**config.mk**
```make
export PLATFORM = sky130hd
export DESIGN_NAME = i2c_mem_wr_slave
export DESIGN_NICKNAME = d
export VERILOG_FILES = /design/src/rtl/eew_pkg.sv /design/src/rtl/eew_sync_bit.sv /design/src/rtl/eew_bus_cond.sv /design/src/rtl/eew_proto_fsm.sv /design/src/rtl/i2c_mem_wr_slave.sv
export SDC_FILE = /design/constraint.sdc
export NUM_CORES = 1
export LEC_CHECK = 0
export CAP_MARGIN = 20
export CORE_UTILIZATION = 55
export DETAILED_ROUTE_END_ITERATION = 12
export GPL_ROUTABILITY_DRIVEN = 0
export GPL_TIMING_DRIVEN = 0
export PLACE_DENSITY = 0.76
export SLEW_MARGIN = 5
export SYNTH_ARGS = -nofsm -noshare
export SYNTH_HDL_FRONTEND = slang
export SYNTH_HIERARCHICAL = 1
export SYNTH_SLANG_ARGS = --single-unit
```
**constraint.sdc**
```tcl
create_clock -name clk -period 2.4 [get_ports clk]
set_clock_uncertainty 0.2 [all_clocks]
set_input_delay 0.36 -clock clk [delete_from_list [all_inputs] [get_ports clk]]
set_output_delay 0.36 -clock clk [all_outputs]
set_load 0.01 [all_outputs]
```
**src/rtl/eew_pkg.sv**
```systemverilog
package eew_pkg;
  localparam int BYTE_W = 8;
  localparam logic [3:0] DEV_TYPE = 4'b1010;

  typedef enum logic [2:0] {
    ST_IDLE,
    ST_DEV,
    ST_DEV_ACK,
    ST_WADR,
    ST_WADR_ACK,
    ST_DATA,
    ST_DATA_ACK,
    ST_HOLD
  } eew_st_t;
endpackage

```
**src/rtl/eew_sync_bit.sv**
```systemverilog
module eew_sync_bit #(
  parameter int   STAGES  = 2,
  parameter logic RST_VAL = 1'b1
) (
  input  logic clk,
  input  logic rst,
  input  logic d,
  output logic q
);
  logic [STAGES-1:0] chain;

  for (genvar i = 0; i < STAGES; i++) begin : g_st
    if (i == 0) begin : g_first
      always_ff @(posedge clk) begin
        if (rst) chain[i] <= RST_VAL;
        else     chain[i] <= d;
      end
    end else begin : g_next
      always_ff @(posedge clk) begin
        if (rst) chain[i] <= RST_VAL;
        else     chain[i] <= chain[i-1];
      end
    end
  end

  assign q = chain[STAGES-1];
endmodule

```
**src/rtl/eew_bus_cond.sv**
```systemverilog
module eew_bus_cond #(
  parameter int SYNC_STAGES = 2
) (
  input  logic clk,
  input  logic rst,
  input  logic scl_i,
  input  logic sda_i,
  output logic scl_s,
  output logic sda_s,
  output logic scl_rise,
  output logic scl_fall,
  output logic start_p,
  output logic stop_p
);
  logic scl_d, sda_d;

  eew_sync_bit #(.STAGES(SYNC_STAGES), .RST_VAL(1'b1)) u_scl (
    .clk(clk), .rst(rst), .d(scl_i), .q(scl_s));
  eew_sync_bit #(.STAGES(SYNC_STAGES), .RST_VAL(1'b1)) u_sda (
    .clk(clk), .rst(rst), .d(sda_i), .q(sda_s));

  always_ff @(posedge clk) begin
    if (rst) begin
      scl_d <= 1'b1;
      sda_d <= 1'b1;
    end else begin
      scl_d <= scl_s;
      sda_d <= sda_s;
    end
  end

  assign scl_rise = scl_s & ~scl_d;
  assign scl_fall = ~scl_s & scl_d;
  assign start_p  = scl_s & scl_d & sda_d & ~sda_s;
  assign stop_p   = scl_s & scl_d & ~sda_d & sda_s;
endmodule

```
**src/rtl/eew_proto_fsm.sv**
```systemverilog
module eew_proto_fsm
  import eew_pkg::*;
#(
  parameter int ADDR_W = 9,
  parameter int PAGE_W = 4
) (
  input  logic              clk,
  input  logic              rst,
  input  logic              sda_s,
  input  logic              scl_rise,
  input  logic              scl_fall,
  input  logic              start_p,
  input  logic              stop_p,
  input  logic [1:0]        dev_sel,
  input  logic              wp_i,
  input  logic              busy_i,
  output logic              sda_oe,
  output logic              pb_we,
  output logic [ADDR_W-1:0] pb_addr,
  output logic [BYTE_W-1:0] pb_data,
  output logic              commit_o,
  output logic              wp_lat,
  output logic              in_ack
);
  localparam int CNT_W = $clog2(BYTE_W + 1);
  localparam logic [CNT_W-1:0] FULL = CNT_W'(BYTE_W);
  localparam logic [CNT_W-1:0] ONE  = CNT_W'(1);

  eew_st_t           st;
  logic [CNT_W-1:0]  cnt;
  logic [BYTE_W-1:0] shreg;
  logic [ADDR_W-1:0] addr;
  logic              wrote;
  logic              sel_ok;
  logic              byte_st;

  assign sel_ok  = (shreg[7:4] == DEV_TYPE) && (shreg[3:2] == dev_sel) &&
                   !shreg[0] && !busy_i;
  assign byte_st = (st == ST_DEV) || (st == ST_WADR) || (st == ST_DATA);
  assign in_ack  = (st == ST_DEV_ACK) || (st == ST_WADR_ACK) || (st == ST_DATA_ACK);

  always_ff @(posedge clk) begin
    if (rst) begin
      st       <= ST_IDLE;
      cnt      <= '0;
      shreg    <= '0;
      addr     <= '0;
      wrote    <= 1'b0;
      wp_lat   <= 1'b0;
      sda_oe   <= 1'b0;
      pb_we    <= 1'b0;
      pb_addr  <= '0;
      pb_data  <= '0;
      commit_o <= 1'b0;
    end else begin
      pb_we    <= 1'b0;
      commit_o <= 1'b0;
      if (start_p) begin
        st     <= ST_DEV;
        cnt    <= '0;
        wrote  <= 1'b0;
        sda_oe <= 1'b0;
      end else if (stop_p) begin
        if (wrote && st == ST_DATA && cnt <= ONE) commit_o <= 1'b1;
        st     <= ST_IDLE;
        wrote  <= 1'b0;
        sda_oe <= 1'b0;
      end else if (scl_rise) begin
        if (byte_st) begin
          shreg <= {shreg[BYTE_W-2:0], sda_s};
          cnt   <= cnt + ONE;
        end
      end else if (scl_fall) begin
        case (st)
          ST_DEV: if (cnt == FULL) begin
            if (sel_ok) begin
              sda_oe           <= 1'b1;
              addr[ADDR_W-1]   <= shreg[1];
              st               <= ST_DEV_ACK;
            end else begin
              st <= ST_HOLD;
            end
          end
          ST_DEV_ACK: begin
            sda_oe <= 1'b0;
            cnt    <= '0;
            st     <= ST_WADR;
          end
          ST_WADR: if (cnt == FULL) begin
            addr[ADDR_W-2:0] <= shreg[ADDR_W-2:0];
            sda_oe           <= 1'b1;
            st               <= ST_WADR_ACK;
          end
          ST_WADR_ACK: begin
            sda_oe <= 1'b0;
            wp_lat <= wp_i;
            cnt    <= '0;
            st     <= ST_DATA;
          end
          ST_DATA: if (cnt == FULL) begin
            if (wp_lat && addr[ADDR_W-1]) begin
              wrote <= 1'b0;
              st    <= ST_HOLD;
            end else begin
              pb_we               <= 1'b1;
              pb_addr             <= addr;
              pb_data             <= shreg;
              addr[PAGE_W-1:0]    <= addr[PAGE_W-1:0] + PAGE_W'(1);
              wrote               <= 1'b1;
              sda_oe              <= 1'b1;
              st                  <= ST_DATA_ACK;
            end
          end
          ST_DATA_ACK: begin
            sda_oe <= 1'b0;
            cnt    <= '0;
            st     <= ST_DATA;
          end
          default: ;
        endcase
      end
    end
  end
endmodule

```
**src/rtl/i2c_mem_wr_slave.sv**
```systemverilog
module i2c_mem_wr_slave
  import eew_pkg::*;
#(
  parameter int ADDR_W      = 9,
  parameter int PAGE_W      = 4,
  parameter int SYNC_STAGES = 2
) (
  input  logic              clk,
  input  logic              rst,
  input  logic              scl_i,
  input  logic              sda_i,
  output logic              sda_oe,
  input  logic [1:0]        dev_sel,
  input  logic              wp_i,
  input  logic              busy_i,
  output logic              pb_we,
  output logic [ADDR_W-1:0] pb_addr,
  output logic [BYTE_W-1:0] pb_data,
  output logic              commit_o
);
  logic scl_s, sda_s, scl_rise, scl_fall, start_p, stop_p;
  logic wp_lat, in_ack;

  eew_bus_cond #(.SYNC_STAGES(SYNC_STAGES)) u_cond (
    .clk(clk), .rst(rst), .scl_i(scl_i), .sda_i(sda_i),
    .scl_s(scl_s), .sda_s(sda_s), .scl_rise(scl_rise), .scl_fall(scl_fall),
    .start_p(start_p), .stop_p(stop_p));

  eew_proto_fsm #(.ADDR_W(ADDR_W), .PAGE_W(PAGE_W)) u_fsm (
    .clk(clk), .rst(rst), .sda_s(sda_s), .scl_rise(scl_rise),
    .scl_fall(scl_fall), .start_p(start_p), .stop_p(stop_p),
    .dev_sel(dev_sel), .wp_i(wp_i), .busy_i(busy_i), .sda_oe(sda_oe),
    .pb_we(pb_we), .pb_addr(pb_addr), .pb_data(pb_data),
    .commit_o(commit_o), .wp_lat(wp_lat), .in_ack(in_ack));
endmodule

```
### Word level (Yosys, flattened, before mapping)

Cells that the tools add are included.

| word-level totals | value |
|---|---|
| memory bits (read-only) | 0 |
| output and inout bits | 20 |
| memories kept | 0 |
| bits in registers | 52 |
| RAM bits | 0 |
| bits in latches | 0 |

| operators by class | value |
|---|---|
| $mul | 0 |
| equality and inequality tests | 19 |
| shift operators | 0 |
| reductions and logical operators | 34 |
| mux-type cells | 26 |
| add/subtract/negate cells | 2 |
| bitwise operators | 18 |
| div/mod/pow operators | 0 |
| $lt $le $gt $ge | 1 |

Operators with widths:

| cell | count |
|---|---|
| 2-to-1 mux 4 bit | 7 |
| AND reduction 6 bit | 3 |
| AND reduction 8 bit | 2 |
| case mux 3 bit (5 select lines) | 1 |
| AND reduction 7 bit | 2 |
| 2-to-1 mux 1 bit | 12 |
| 2-to-1 mux 3 bit | 4 |
| inequality test 4 bit (second input constant) | 3 |
| AND reduction 4 bit | 3 |
| inverter 1 bit | 11 |
| == test 3 bit (second input constant) | 3 |
| OR reduction 3 bit | 3 |
| adder 4 x 1 -> 4 bit (second input constant) | 2 |
| == test 4 bit (second input constant) | 2 |
| inequality test 2 bit (second input constant) | 4 |
| case mux 4 bit (2 select lines) | 1 |
| AND 1 bit | 7 |
| nonzero test 7 bit | 1 |
| OR reduction 7 bit | 1 |
| == test 3 x 2 -> 1 bit (second input constant) | 2 |
| logical AND 1 bit | 6 |
| nonzero test 2 bit | 3 |
| AND reduction 5 bit | 1 |
| nonzero test 5 bit | 1 |
| 11 further kinds | 15 |

### Longest topological paths before layout

Gate-level depths: netlist of the first run.

| depth | value |
|---|---|
| depth in word-level cells | 11 |
| gate-level depth with buffers | 8 |

### By module

The synthesis of the first run kept the hierarchy.

Modules (own cells, without submodules):

| module | cells each | area an instance (um^2) | times used |
|---|---|---|---|
| eew_proto_fsm | 252 | 2,149.6 | 1 |
| eew_sync_bit | 4 | 52.6 | 2 |
| eew_bus_cond | 8 | 85.1 | 1 |

### Worst setup path after synthesis of the first run

No wires, ideal clock.

| timing | value |
|---|---|
| kind | reg-to-reg |
| from | register u_cond.u_sda.chain[1] (netlist: u_cond/u_sda/q) |
| to | register u_fsm.pb_data[2] |
| data arrival time | 1.584 ns |
| path buffers | 1 |
| stages on the path, launching flop included | 7 |
| setup slack | 0.484 ns |
| required time | 2.068 ns |
| cells stage by stage | dfxtp_1 and4b_1 nor4bb_1 nand4_1 clkbuf_1 nand2_1 a21oi_1 |

| on the way | value |
|---|---|
| cells in the longest elaborated chain, start to end | 4 |
| elaborated cells on any way between the ends | 6 |
| those cells by class | bitwise (5); reduce/logical (1) |

Ends and longest elaborated chain:

| item | line | text |
|---|---|---|
| start: declaration | eew_sync_bit.sv:10 | `logic [STAGES-1:0] chain;` |
| start signal: indexed assignment | eew_sync_bit.sv:21 | `else chain[i] <= chain[i-1];` |
| inverter 1 bit | eew_bus_cond.sv:34 | `assign start_p = scl_s & scl_d & sda_d & ~sda_s;` |
| AND 1 bit | eew_bus_cond.sv:34 |  |
| net start_p | i2c_mem_wr_slave.sv:21 | `logic scl_s, sda_s, scl_rise, scl_fall, start_p, stop_p;` |
| inverter 1 bit (no source line) | - |  |
| AND reduction 7 bit (no source line) | - |  |
| end signal: assignment | eew_proto_fsm.sv:107 | `pb_data <= shreg;` |
| end: declaration | eew_proto_fsm.sv:20 | `output logic [BYTE_W-1:0] pb_data,` |

The timed path passes the listed nets, and every way through them passes these cells.
A chain may end at the register's enable or synchronous reset.

### Worst setup path in the final report of the first run

| timing | value |
|---|---|
| from | register u_cond.u_sda.chain[1] (netlist: u_cond/u_sda/q) |
| to | register u_fsm.shreg[0] |

| on the way | value |
|---|---|
| cells in the longest elaborated chain, start to end | 4 |
| elaborated cells on any way between the ends | 6 |
| those cells by class | bitwise (5); reduce/logical (1) |

Ends and longest elaborated chain:

| item | line | text |
|---|---|---|
| inverter 1 bit | eew_bus_cond.sv:34 |  |
| AND 1 bit | eew_bus_cond.sv:34 |  |
| net start_p | i2c_mem_wr_slave.sv:21 |  |
| inverter 1 bit (no source line) | - |  |
| AND reduction 4 bit (no source line) | - |  |
| end signal: assignment | eew_proto_fsm.sv:70 | `shreg <= {shreg[BYTE_W-2:0], sda_s};` |
| end: declaration | eew_proto_fsm.sv:31 | `logic [BYTE_W-1:0] shreg;` |

The timed path passes the listed nets, and every way through them passes these cells.

==> metrics.csv, run 1 <==
stage,metric,value,unit
worst_setup_path,critical_path.max_stage_delay,510,ps
worst_setup_path,crit_path_end_kind,flip-flop,
run,maxCapViolations,0,
cts,cts_hold_repair.buffers,0,
cts,tritoncts_clock_tree,done,
synth,number_of_different_library_cells_in_the_post_synthesis_netlist,50,
die,area_inside_the_core_boundary,0.00403,mm²
timing,period_share,0.905,
synth,postSynthRegisterBits,52,
global_route,grt_max_degree,16,
die,initial_core_utilization,0.581,
worst_setup_path,data_arrival_time_of_the_worst_path,2150,ps
power_and_ir_drop,power.density_cell_area,572,mW/mm²
detailed_routing,detail_route.first_pass.iterations,4,
layout,final-seq-area,0.00104,mm²
synth,synth_enable_flop_cells,0,
worst_setup_path,critical_path.max_fanout,8,
die,row_count,23,
cts,post_cts_resized,0,
timing,tns,0,ps
worst_setup_path,cp-startpoint,u_cond/u_sda/q$_SDFF_PP1_,
detailed_routing,post_drt_via_cell_ratio,5.79,
worst_setup_path,rr_startpoint,u_cond/u_sda/q$_SDFF_PP1_,
place,place.port_buffers,27,
layout,multi_input_area,0.00120,mm²
layout,nets,316,
global_route,grt_first_pass_wirelength,8660,µm
synth,synth-async-reset-ratio,0,
synth,synthTopCellsByArea,"sky130_fd_sc_hd__dfxtp_1 44%, sky130_fd_sc_hd__a21oi_1 6.8%, sky130_fd_sc_hd__nand3_1 5.1%",
cts,h-tree-depth,2,
worst_hold_path,holdCritStartpoint,u_cond/u_sda/chain[0]$_SDFF_PP1_,
synth,netlist.top_cell.by_area,sky130_fd_sc_hd__dfxtp_1,
die,width_of_the_die,67.2,µm
layout,layout.cells.most_common,sky130_fd_sc_hd__dfxtp_1,
cts,clkTransAtPathRegs,80,ps
worst_setup_path,crit_slowest_cell,sky130_fd_sc_hd__nand4_1,
worst_setup_path,worstPathCellList,and4b_1 > nor2_2 > nand4_1 > mux2i_1 > nor2_1,
synth,seq_area_frac_synth,0.445,
timing,max_freq,461,MHz
global_route,grt_overflow_total,0,
place,dp_hpwl,3680,µm
cts,clock-sinks,52,
layout,commonest_cells_after_routing_fill_and_taps_aside,"52 x sky130_fd_sc_hd__dfxtp_1, 32 x sky130_fd_sc_hd__a21oi_1, 29 x sky130_fd_sc_hd__nand2_1",
layout,antennaDiodeCount,0,
cts,cts-root-to-sink-buffers,2,
power_and_ir_drop,power.leakage,1.05,nW
layout,layout-area-overhead-vs-synth,20.4,%
detailed_routing,wirelength,5370,µm
detailed_routing,wl_per_cell,15.2,µm
timing,worst_slew_margin_relative_to_its_limit,0.560,
timing,setup_viol_count_final,0,
global_route,antenna_found_initial,0,
cts,cts_made_buffers,5,
place,dpl-instance-area,0.00267,mm²
synth,syn-num-nets,280,
synth,postSynthCellCount,268,
power_and_ir_drop,vdd_ir_drop_max,0.000455,V
timing,worstMarginPinSlew,660,ps
die,fp.dieH,67.2,µm
layout,fill_cells,353,
detailed_routing,drt.antenna.violating_nets,0,
synth,ys_warn_count,6,
run_status,run_status,completed,
layout,post_route_cells_drive_above_1_share,0.0822,
timing,timing_max_transition_violations_final,0,
detailed_routing,dr_total_vias,2049,
synth,synth_area_per_cell,8.73,µm²
synth,synth_ff_type,sky130_fd_sc_hd__dfxtp_1,
detailed_routing,dr.first_iter.drc_count,156,
die,top_level_ports,28,
worst_setup_path,path_buf_inv,0,
cts,clock_insertion_delay_worst_skew,300,ps
synth,synth.top_cell.area_share,0.445,
worst_setup_path,start_kind,flip-flop,
timing,rsz_0062_raised_after_global_routing,false,
timing,hold-worst-slack,208,ps
worst_hold_path,min_path_type,flip-flop to flip-flop,
layout,post-route-cell-area,0.00282,mm²
timing,finalHoldViolations,0,
worst_setup_path,worst_ep_required,2380,ps
cts,clock_tree.root_cell,sky130_fd_sc_hd__clkbuf_8,
synth,mappedNetlistArea,0.00234,mm²
timing,min_period,2170,ps
global_route,grt_pass1_vias,1862,
detailed_routing,drcViolationCount,0,
worst_setup_path,timing_worst_setup_path_type,flip-flop to flip-flop,
worst_setup_path,timing.critical_path.max_delay_family,simple AND/OR/NAND/NOR gates,
global_route,grtUsageTotal,0.258,
die,die_area,0.00452,mm²
-- worst register-to-register path: stages (launching register included) --
cell and delay [ps]:
sky130_fd_sc_hd__dfxtp_1 370, sky130_fd_sc_hd__and4b_1 280, sky130_fd_sc_hd__nor2_2 290, sky130_fd_sc_hd__nand4_1 510, sky130_fd_sc_hd__mux2i_1 350, sky130_fd_sc_hd__nor2_1 60
-- power by group --
part / switching (mW) / total, mW / leakage (nW) / internal, mW
clock network: 0.274 / 0.685 / 0.0642 / 0.410
registers: 0.00364 / 0.871 / 0.420 / 0.867
logic: 0.0342 / 0.0571 / 0.568 / 0.0229
total: 0.312 / 1.61 / 1.05 / 1.30
-- what timing repair did --
item | in CTS | in global routing
endpoints found under the hold margin | 0 | 0
buffers inserted | 0 | 2
setup endpoints to repair | 0 | 10
-- state kept, by name (all words and copies together) (netlist names), 3 cells and up --
register and cells:
u_fsm/addr 9, u_fsm/pb_addr 9, u_fsm/pb_data 8, u_fsm/shreg 8, u_fsm/cnt 4, u_fsm/st 3
-- final timing paths --
kind | slack, ps | end | cells past startpoint
setup / recovery | 230 | u_fsm/shreg[0]$_SDFFE_PP0P_ | 5
hold / removal | 210 | u_cond/u_sda/q$_SDFF_PP1_ | 1
setup reg to reg | 230 | u_fsm/shreg[0]$_SDFFE_PP0P_ | 5
hold reg to reg | 210 | u_cond/u_sda/q$_SDFF_PP1_ | 1
-- Yosys cell counts, types with 5 or more instances --
cell / n
sky130_fd_sc_hd__clkbuf_1: 5
sky130_fd_sc_hd__a21oi_1: 32
sky130_fd_sc_hd__or2_1: 7
sky130_fd_sc_hd__dfxtp_1: 52
sky130_fd_sc_hd__o21ai_1: 7
sky130_fd_sc_hd__nand4_1: 6
sky130_fd_sc_hd__nor2_1: 14
sky130_fd_sc_hd__nor2b_1: 8
sky130_fd_sc_hd__nand3_1: 24
sky130_fd_sc_hd__mux2i_1: 9
sky130_fd_sc_hd__inv_1: 5
sky130_fd_sc_hd__nor3_1: 6
sky130_fd_sc_hd__nand2_1: 29
sky130_fd_sc_hd__buf_2: 9
-- per-stage QoR --
stage | instances | power (mW) | utilization | worst slack (ps)
2_1_floorplan | 268 | 0.922 | - | 484
3_3_place_gp | 345 | 0.946 | 0.663 | 64.1
3_5_place_dp | 345 | 0.946 | 0.663 | 27.8
4_1_cts | 352 | 1.63 | 0.695 | 28.9
5_1_grt | 354 | 1.67 | 0.699 | 87.5
6_report | 354 | 1.61 | 0.699 | 229
-- per-layer routing --
layer / GRT usage / routed length [µm] / up-vias / part of all wire
met2: 0.393 / 2340 / 79 / 0.44
met4: 0.0984 / 73 / 0 / 0.014
met3: 0.0574 / 373 / 7 / 0.069
met5: 0 / 0 / - / 0
met1: 0.352 / 2580 / 940 / 0.48
li1: - / - / 1023 / -
-- cells by family (layout without fill, tap and decap cells) --
kind of cell    after synthesis  count (layout)  synth area share
simple gates                120             120             0.287
flops                        52              52             0.445
compound gates               59              59             0.156
xor+xnor                      2               2           0.00749
fa+ha+maj                     4               4            0.0214
mux                          10              10            0.0433
buf+inv                      21              57            0.0401
-- final cells by class --
class | count | area share
inverter | 6 | 0.00800
clock buffer | 5 | 0.0244
timing repair buffer | 29 | 0.101
buffer | 15 | 0.0253
multi-input combinational | 195 | 0.428
clock inverter | 2 | 0.0213
sequential | 52 | 0.370
tap | 50 | 0.0222
Power figures use the tool's default switching activity.
==> inputs of run 2 (changes only) <==
Settings changed: CORE_ASPECT_RATIO from default to 1.1, HOLD_SLACK_MARGIN from default to 0.06.
==> run 2 against run 1 <==
Total power decreased by 11%. Final cell count grew 0.56%. Critical path depth is 1 higher. Clock power is 25% lower. Critical endpoint is now u_fsm/pb_data[6]$_SDFFE_PP0P_. Highest routed layer unchanged.
==> metrics.csv, run 2 (same netlist as run 1, synthesis figures left out) <==
stage,metric,value,unit,change
global_route,grt_overflow_total,0,,unchanged
layout,antennaDiodeCount,0,,unchanged
power_and_ir_drop,vdd_ir_drop_max,0.000475,V,was 0.000455 V
worst_setup_path,worst_ep_required,2380,ps,about the same
cts,h-tree-depth,2,,unchanged
layout,largest_registers,"u_fsm/addr x9, u_fsm/pb_addr x9",,unchanged
die,width_of_the_die,64.2,µm,was 67.2 µm
layout,post-route-cell-area,0.00277,mm²,was 0.00282 mm²
place,dp_hpwl,3730,µm,was 3680 µm
worst_setup_path,timing_worst_setup_path_type,flip-flop to flip-flop,,unchanged
timing,worstMarginPinSlew,631,ps,was 660 ps
timing,rsz_0062_raised_after_global_routing,false,,unchanged
layout,post_route_cells_drive_above_1_share,0.0822,,unchanged
cts,clock_tree.root_cell,sky130_fd_sc_hd__clkbuf_8,,unchanged
worst_setup_path,data_arrival_time_of_the_worst_path,2190,ps,was 2150 ps
detailed_routing,wirelength,5260,µm,was 5370 µm
die,fp.dieH,70.4,µm,was 67.2 µm
timing,min_period,2210,ps,was 2170 ps
detailed_routing,dr_total_vias,2060,,"was 2,049"
run_status,run_status,completed,,unchanged
die,area_inside_the_core_boundary,0.00402,mm²,was 0.00403 mm²
power_and_ir_drop,share_seq_of_total_power,0.605,,was 0.540
worst_setup_path,crit_path_end_kind,flip-flop,,unchanged
worst_setup_path,crit_slowest_cell,sky130_fd_sc_hd__nor4bb_1,,was sky130_fd_sc_hd__nand4_1
global_route,grt_max_degree,18,,was 16
timing,worst_slew_margin_relative_to_its_limit,0.579,,was 0.560
layout,finish.utilization,0.689,,was 0.699
run,maxCapViolations,0,,unchanged
detailed_routing,wl_per_cell,14.8,µm,was 15.2 µm
timing,max_freq,452,MHz,was 461 MHz
die,top_level_ports,28,,unchanged
worst_hold_path,min_path_type,flip-flop to flip-flop,,unchanged
worst_setup_path,worstPathCellList,and4b_1 > nor4bb_1 > nand4_1 > clkbuf_1 > nand2_1 > a21oi_1,,was and4b_1 > nor2_2 > nand4_1 > mux2i_1 > nor2_1
place,dpl-instance-area,0.00268,mm²,was 0.00267 mm²
power_and_ir_drop,clock_power_share,0.356,,was 0.425
power_and_ir_drop,power.leakage,1.03,nW,was 1.05 nW
power_and_ir_drop,netSwitchingFraction,0.236,,was 0.194
worst_setup_path,critical_path.max_stage_delay,460,ps,was 510 ps
worst_setup_path,start_kind,flip-flop,,unchanged
timing,finalHoldViolations,0,,unchanged
power_and_ir_drop,switching_power,0.340,mW,was 0.312 mW
cts,clkTransAtPathRegs,90,ps,was 80 ps
detailed_routing,drt.antenna.violating_nets,0,,unchanged
power_and_ir_drop,power.internal,1.10,mW,was 1.30 mW
layout,nets,315,,was 316
timing,setup_viol_count_final,0,,unchanged
power_and_ir_drop,combinationalPowerShare,0.039,,was 0.035
detailed_routing,drcViolationCount,0,,unchanged
power_and_ir_drop,design_power_total,1.44,mW,was 1.61 mW
timing,timing_max_transition_violations_final,0,,unchanged
detailed_routing,dr.first_iter.drc_count,187,,was 156
global_route,grt_first_pass_wirelength,9180,µm,was 8660 µm
worst_setup_path,critical_path.max_fanout,10,,was 8
timing,period_share,0.922,,was 0.905
layout,commonest_cells_after_routing_fill_and_taps_aside,"52 x sky130_fd_sc_hd__dfxtp_1, 32 x sky130_fd_sc_hd__a21oi_1, 29 x sky130_fd_sc_hd__nand2_1",,unchanged
layout,layout.cells.most_common,sky130_fd_sc_hd__dfxtp_1,,unchanged
power_and_ir_drop,power.density_cell_area,519,mW/mm²,was 572 mW/mm²
cts,tritoncts_clock_tree,done,,unchanged
cts,clock-sinks,52,,unchanged
die,initial_core_utilization,0.581,,about the same
detailed_routing,post_drt_via_cell_ratio,5.79,,about the same
layout,layout-area-overhead-vs-synth,18.6,%,was 20.4%
cts,cts-root-to-sink-buffers,2,,unchanged
global_route,grtUsageTotal,0.262,,was 0.258
global_route,grt_pass1_vias,1960,,"was 1,862"
cts,clock_insertion_delay_worst_skew,310,ps,was 300 ps
die,row_count,24,,was 23
detailed_routing,detail_route.first_pass.iterations,4,,unchanged
die,die_area,0.00452,mm²,about the same
cts,cts_made_buffers,5,,unchanged
place,place.port_buffers,27,,unchanged
global_route,antenna_found_initial,0,,unchanged
-- run 2: final cells by class --
| type | count | area, µm² |
|---|---|---|
| fillers | 352 | 1250 |
| clock inverters | 3 | 22.5 |
| plain buffers | 15 | 71.3 |
| well taps | 52 | 65.1 |
| multi-input cells | 195 | 1200 |
| inverters | 6 | 22.5 |
| flip-flops and latches | 52 | 1040 |
| clock buffers | 5 | 68.8 |
| repair buffers | 28 | 278 |
-- run 2: routing by layer --
layer	up-vias	routed length, µm	track usage
met3	10	206	0.0507
met4	0	96	0.0889
met5	-	0	0
met2	52	2550	0.437
met1	971	2410	0.334
li1	1027	-	-
-- run 2: power groups by stage --
stage          clock, mW  combinational [mW]  sequential (mW)
6_report           0.512              0.0568            0.871
5_1_grt            0.567              0.0613            0.872
4_1_cts            0.529              0.0563            0.871
3_5_place_dp           0              0.0559            0.891
3_3_place_gp           0              0.0564            0.891
2_1_floorplan          0              0.0325            0.890
-- run 2: final timing paths --
check / start / endpoint / slack, ps / depth (start not counted)
max: u_cond/u_sda/q$_SDFF_PP1_ / u_fsm/pb_data[6]$_SDFFE_PP0P_ / 190 / 6
min: u_cond/u_scl/chain[0]$_SDFF_PP1_ / u_cond/u_scl/q$_SDFF_PP1_ / 220 / 1
max reg2reg: u_cond/u_sda/q$_SDFF_PP1_ / u_fsm/pb_data[6]$_SDFFE_PP0P_ / 190 / 6
min reg2reg: u_cond/u_scl/chain[0]$_SDFF_PP1_ / u_cond/u_scl/q$_SDFF_PP1_ / 220 / 1
-- run 2: timing repair --
item                                    4_1_cts  5_1_grt
hold buffers                                  0        0
hold endpoints to repair                      0        0
resized for setup                             0        0
buffers inserted                              1        0
endpoints found under the setup margin        9        0
-- run 2: worst max-delay path, delay by kind of cell, from the launching register on --
kind / cells / cell delay (ps)
AND/OR/NAND/NOR: 4 / 1130
buffers and inverters: 1 / 300
flip-flops: 1 / 380
AO/OA/AOI/OAI: 1 / 70
-- run 2: per-stage QoR --
| stage | hold WS (ps) | std cells | TNS, ps | setup WS, ps |
|---|---|---|---|---|
| 3_3_place_gp | 188 | 347 | -296 | -41.1 |
| 3_5_place_dp | 194 | 347 | -335 | -51.6 |
| 5_1_grt | 246 | 356 | 0 | 12.4 |
| 6_report | 215 | 356 | 0 | 188 |
| 4_1_cts | 219 | 356 | 0 | 204 |
| 2_1_floorplan | 183 | 268 | 0 | 484 |
==> inputs of run 3 (changes only) <==
Settings changed: SLEW_MARGIN 5 to 20.
==> results of run 3 <==
Same layout as run 2: the final DEF is identical, and so are final timing and power.
